`config.mk`:
```
export PLATFORM = sky130hd
export DESIGN_NAME = audio_prd_dma
export DESIGN_NICKNAME = d
export VERILOG_FILES = /design/src/rtl/audio_prd_dma.sv
export SDC_FILE = /design/constraint.sdc
export NUM_CORES = 1
export LEC_CHECK = 0
export BUFFER_PORTS_ARGS = -buffer_cell sky130_fd_sc_hd__buf_2
export CORE_MARGIN = 4
export CORE_UTILIZATION = 57
export CTS_CLUSTER_SIZE = 16
export DETAILED_ROUTE_END_ITERATION = 16
export PLACE_DENSITY = 0.92
export SLEW_MARGIN = 30
export SYNTH_ARGS = -nofsm -noshare
export SYNTH_HDL_FRONTEND = slang
export SYNTH_SLANG_ARGS = --single-unit
export TNS_END_PERCENT = 100
```
`constraint.sdc`:
```
create_clock -name clk -period 2.6 [get_ports clk]
set_input_delay 0.52 -clock clk [delete_from_list [all_inputs] [get_ports clk]]
set_output_delay 0.52 -clock clk [all_outputs]
set_load 0.005 [all_outputs]
```
`src/rtl/audio_prd_dma.sv`:
```
module audio_prd_dma #(
  parameter int SLOT_LO = 6,
  parameter int SLOT_HI = 11
) (
  input  logic        clk,
  input  logic        rst_n,
  input  logic        reg_wr,
  input  logic        reg_rd,
  input  logic [1:0]  reg_addr,
  input  logic [31:0] reg_wdata,
  output logic [31:0] reg_rdata,
  input  logic        slot_sel,
  output logic        mem_req,
  output logic [31:0] mem_addr,
  input  logic        mem_rvalid,
  input  logic [31:0] mem_rdata,
  output logic        smp_valid,
  output logic [15:0] smp_data,
  output logic [3:0]  smp_slot
);
  localparam logic [1:0] A_CMD = 2'd0, A_STAT = 2'd1, A_PTR = 2'd2;

  typedef enum logic [2:0] {S_IDLE, S_D0, S_D1, S_DATA, S_HI, S_DONE} state_t;
  state_t state;

  logic        cmd_en, cmd_dir, stat_eop, stat_err, f_eot, f_eop;
  logic [29:0] ptr_q, cur_q;
  logic [15:0] remain, hold;

  wire clr     = reg_rd && reg_addr == A_STAT;
  wire eop_evt = state == S_DONE && f_eop;
  wire req_st  = state == S_D0 || state == S_D1 || state == S_DATA;

  assign mem_req  = req_st && !stat_err;
  assign mem_addr = state == S_D0 ? {ptr_q, 2'b00} :
                    state == S_D1 ? {ptr_q + 30'd1, 2'b00} : {cur_q, 2'b00};
  assign smp_slot = slot_sel ? 4'(SLOT_HI) : 4'(SLOT_LO);

  always_comb begin
    case (reg_addr)
      A_CMD:   reg_rdata = {28'd0, cmd_dir, 2'b00, cmd_en};
      A_STAT:  reg_rdata = {30'd0, stat_err, stat_eop};
      A_PTR:   reg_rdata = {ptr_q, 2'b00};
      default: reg_rdata = 32'd0;
    endcase
  end

  always_ff @(posedge clk) begin
    if (!rst_n) begin
      state <= S_IDLE;
      cmd_en <= 1'b0; cmd_dir <= 1'b0;
      stat_eop <= 1'b0; stat_err <= 1'b0;
      f_eot <= 1'b0; f_eop <= 1'b0;
      ptr_q <= '0; cur_q <= '0; remain <= '0; hold <= '0;
      smp_valid <= 1'b0; smp_data <= '0;
    end else begin
      smp_valid <= 1'b0;
      if (reg_wr && reg_addr == A_CMD) begin
        cmd_en  <= reg_wdata[0];
        cmd_dir <= reg_wdata[3];
      end
      if (reg_wr && reg_addr == A_PTR) ptr_q <= reg_wdata[31:2];
      stat_eop <= (stat_eop && !clr) || eop_evt;
      stat_err <= (stat_err && !clr) || (eop_evt && stat_eop && !clr);

      if (req_st && stat_err && !cmd_en) state <= S_IDLE;
      else case (state)
        S_IDLE: if (cmd_en) state <= S_D0;
        S_D0: if (mem_rvalid) begin
          cur_q <= mem_rdata[31:2];
          state <= S_D1;
        end
        S_D1: if (mem_rvalid) begin
          if (mem_rdata[29]) begin
            ptr_q <= cur_q;
            state <= cmd_en ? S_D0 : S_IDLE;
          end else begin
            ptr_q  <= ptr_q + 30'd2;
            remain <= mem_rdata[15:0];
            f_eot  <= mem_rdata[31];
            f_eop  <= mem_rdata[30];
            state  <= !cmd_en ? S_IDLE : (mem_rdata[15:0] == 16'd0 ? S_DONE : S_DATA);
          end
        end
        S_DATA: if (mem_rvalid) begin
          smp_valid <= 1'b1;
          smp_data  <= mem_rdata[15:0];
          hold      <= mem_rdata[31:16];
          cur_q     <= cur_q + 30'd1;
          if (remain >= 16'd4) begin
            remain <= remain - 16'd4;
            state  <= S_HI;
          end else begin
            remain <= 16'd0;
            state  <= cmd_en ? S_DONE : S_IDLE;
          end
        end
        S_HI: begin
          smp_valid <= 1'b1;
          smp_data  <= hold;
          state <= !cmd_en ? S_IDLE : (remain == 16'd0 ? S_DONE : S_DATA);
        end
        S_DONE: begin
          if (f_eot) begin
            cmd_en <= 1'b0;
            state  <= S_IDLE;
          end else state <= cmd_en ? S_D0 : S_IDLE;
        end
        default: state <= S_IDLE;
      endcase
    end
  end

  p_pause_no_req_r8: assert property (@(posedge clk) disable iff (!rst_n)
    stat_err |-> !mem_req);
  p_err_after_eop_r8: assert property (@(posedge clk) disable iff (!rst_n)
    $rose(stat_err) |-> $past(stat_eop));
  p_read_clears_r9: assert property (@(posedge clk) disable iff (!rst_n)
    (clr && state != S_DONE) |=> (!stat_eop && !stat_err));
  p_ptr_step_r3: assert property (@(posedge clk) disable iff (!rst_n)
    (state == S_D1 && mem_rvalid && !mem_rdata[29] && !(reg_wr && reg_addr == A_PTR))
      |=> ptr_q == $past(ptr_q) + 30'd2);
  p_eot_stop_r10: assert property (@(posedge clk) disable iff (!rst_n)
    (state == S_DONE && f_eot) |=> (!cmd_en && !mem_req));
  p_hi_follows_r5: assert property (@(posedge clk) disable iff (!rst_n)
    state == S_HI |=> smp_valid);
endmodule

```
==> metrics <==
status=complete, but fails checks; failing checks=setup timing; Max Transition Viols Final=0; vias in the first global route=9203; Worst VDD drop=435.5 µV; slowest CP cell=or4b_4; Boundary Pins=158; HP Class=in2reg; Crit. Startpoint=ptr_q[17]$_SDFF_PN0_; dominant cells by area after synthesis=dfxtp_1 29%, nand2_1 9.0%, a21oi_1 5.3%, o21ai_0 4.4%, nand3_1 3.5%; Crit Path Max Fanout=3; GR Overflow Total=0; Synth top area share=28.66%; DP Worst Slack=0.05263 ns; CP Capture Type=output pin; fin worst setup slack=-0.3454 ns; CORE AREA=14040 µm²; gpl congestion=1.065; reg2reg start=remain[3]$_SDFFE_PN0P_; Critical Path Most Common Cell=o311ai_4; leakage power=4.261 nW; logic gate share of total power=13.3%; Mapped Area=8243 µm²; switching share of total power=29.16%; Post-synth EDFFs=0; CP startpoint kind=flip-flop; clk buf depth=2; wire per inst=21.36 µm; Final HPWL DP=22010 µm; global-route wire length before repair=48870 µm; Synth area leader=dfxtp_1; Seq/Total Area, Yosys=28.66%; Die W=128.3 µm; Setup CP Type=reg2out; Net Switching=1.429 mW; total of max-cap violations=0; initial drt markers=1677; clk_lat worst skew=0.44 ns; Fillers=1024; Async SR Flop Fraction=0%; height of the chip=128.3 µm; row cnt=43; Die ar.=16450 µm²; Hold Vio Cnt, Final=0; minimum clock period=2.945 ns; Antenna Violating Nets Remaining=0; sequential fraction of design power=38.9%; # DRC=0; clock share of power=47.8%; largest family of logic cells by synthesized area=simple AND/OR/NAND/NOR gates; top cells by count, synth=197 x nand2_1, 118 x dfxtp_1, 87 x a21oi_1, 73 x o21ai_0, 72 x nor2_1; Avg Cell Area, Syn=7.174 µm²; #FFs+latches synth=118; final critical-path share of the clock period=113.3%; unrepaired setup endpoints after global routing=yes; mux cell area share after synthesis=1.821%; Synth Area in Compound Gates=26.09%; clock skew=0.01166 ns; Arr. time, crit path=2.43 ns; Pre-Repair DR Iteration Count=5; Global Route Usage Sum=37.30%; Int Pwr=3.472 mW; count of mapped cells out of synthesis=1149; Post-Synth Adder-Cell Area=1.032%; Syn. warnings=0; CTS Buf Count=17; cell area power density=461.1 nW/µm²; slowest stage delay, CP=0.54 ns; worst-path cell chain=nand3_2, or3_4, or4b_4, o311ai_4, o311ai_4, buf_2; Layout area overhead=28.93%; post-synthesis xor/xnor area fraction=3.188%; TritonCTS clock tree=done; vias per inst=6.847; Post-Route WL=32260 µm; Worst Min Path Start=mem_rdata[27]; worst-margin pin slew=0.7826 ns; max frequency=0.3395 GHz; final setup fails=14; share of cells above drive strength 1=29.12%; Most used DFF post-synth=dfxtp_1; H-tree lvl count=4; Worst slew margin=47.43%; port bufs=153; largest net degree at the start of global routing=44; Unique masters post-synth=86; clock slew at reported path FFs=0.07 ns; Total Neg Setup Slack=-1.994 ns; antenna violations before repair=0; via count=10340; NumNets Final=1394; Clock Sinks=118; Worst EP required=2.08 ns; most common cell in the synthesized netlist=nand2_1; Starting Density=58.70%; root buffer cell=clkbuf_16; post-synthesis simple-gate area fraction=32.64%
## worst max-delay path, delay by kind of cell, from the launching register on
family | cells | cell delay [ns]
AND/OR/NAND/NOR | 3 | 1.04
buffers and inverters | 1 | 0.16
AO/OA/AOI/OAI | 2 | 0.44
flip-flops | 1 | 0.35
## cells in the final DEF, fill, tap and decap left out, drive strengths merged, types with 4 or more instances in the layout
master,instances
a31oi,19
nand4,26
ha,6
a211oi,12
and3,15
o32ai,5
a21oi,89
or3,14
clkinv,5
nor4,21
nand2,197
nor2,72
o311ai,15
a22oi,7
and4,8
or4,5
buf,256
nand3,61
dfxtp,118
and2,40
nor3,40
nand3b,4
o211ai,11
xnor2,16
xor2,14
clkbuf,18
mux2i,15
a311oi,27
o22ai,14
inv,20
o21ai,75
nor3b,4
nor2b,9
a221oi,6
## power groups by stage
stage               combinational, mW  sequential (mW)  clock (mW)
floorplan                       0.333             1.92           0
global route                    0.691             1.91        2.41
detailed placement              0.580             1.94           0
CTS                             0.599             1.90        2.34
finish                          0.650             1.91        2.34
global placement                0.571             1.93           0
## routing by layer
layer | up-vias | share of wire, % | wire length, µm | track usage (%)
li1 | 4549 | - | - | -
met1 | 4724 | 38 | 12120 | 48.62
met2 | 882 | 44 | 14150 | 57.31
met3 | 184 | 13 | 4346 | 9.958
met4 | 0 | 5.1 | 1642 | 17.60
met5 | - | 0 | 0 | 0
## logic make-up after synthesis
group                      Yosys count
AOI/OAI and AO/OA                  324
adders and majority gates            7
other                                2
muxes                               15
and+or+nand+nor                    529
xor gates and xnor gates            30
buffers and inverters              124
DFF                                118
## final timing paths
check / depth (start not counted) / end / slack [ns]
max: 6 / mem_addr[25] / -0.35
min: 3 / hold[11]$_SDFFE_PN0P_ / 0.35
max reg2reg: 7 / remain[3]$_SDFFE_PN0P_ / 0.35
min reg2reg: 2 / hold[1]$_SDFFE_PN0P_ / 0.46
## sequential cells by signal, indices dropped and copies added (netlist names)
signal / flops
cur_q: 30
ptr_q: 30
hold: 16
remain: 16
smp_data: 16
state: 3
cmd_dir: 1
cmd_en: 1
f_eop: 1
f_eot: 1
smp_valid: 1
stat_eop: 1
stat_err: 1
## through the flow
step	total power, mW	hold WS [ns]	utilization (%)	cells	area (µm²)
2_1_floorplan	2.251	0.4367	-	1150	8247
3_3_place_gp	2.505	0.4442	67.15	1456	9429
3_5_place_dp	2.517	0.4510	67.15	1456	9429
4_1_cts	4.843	0.3336	73.06	1496	10260
5_1_grt	5.016	0.3525	75.67	1509	10630
6_report	4.901	0.3482	75.68	1510	10630
## layout make-up
cell class | count | area, µm² | area share [%]
well taps | 180 | 225.2 | 2.119
inverters | 15 | 60.06 | 0.5651
clock buffers | 18 | 439.2 | 4.132
repair buffers | 256 | 1655 | 15.58
clock inverters | 14 | 140.1 | 1.319
diodes | 1 | 2.502 | 0.02355
flip-flops and latches | 118 | 2396 | 22.55
multi-input cells | 908 | 5709 | 53.72
## what timing repair did
| item | in CTS | in global routing |
|---|---|---|
| setup buffers | 8 | 15 |
| hold buffers | 0 | 0 |
| resized for setup | 48 | 64 |
| endpoints found under the setup margin | 25 | 24 |
| pin swaps | 10 | 17 |
Note: power is estimated with default switching activity, not from simulation.
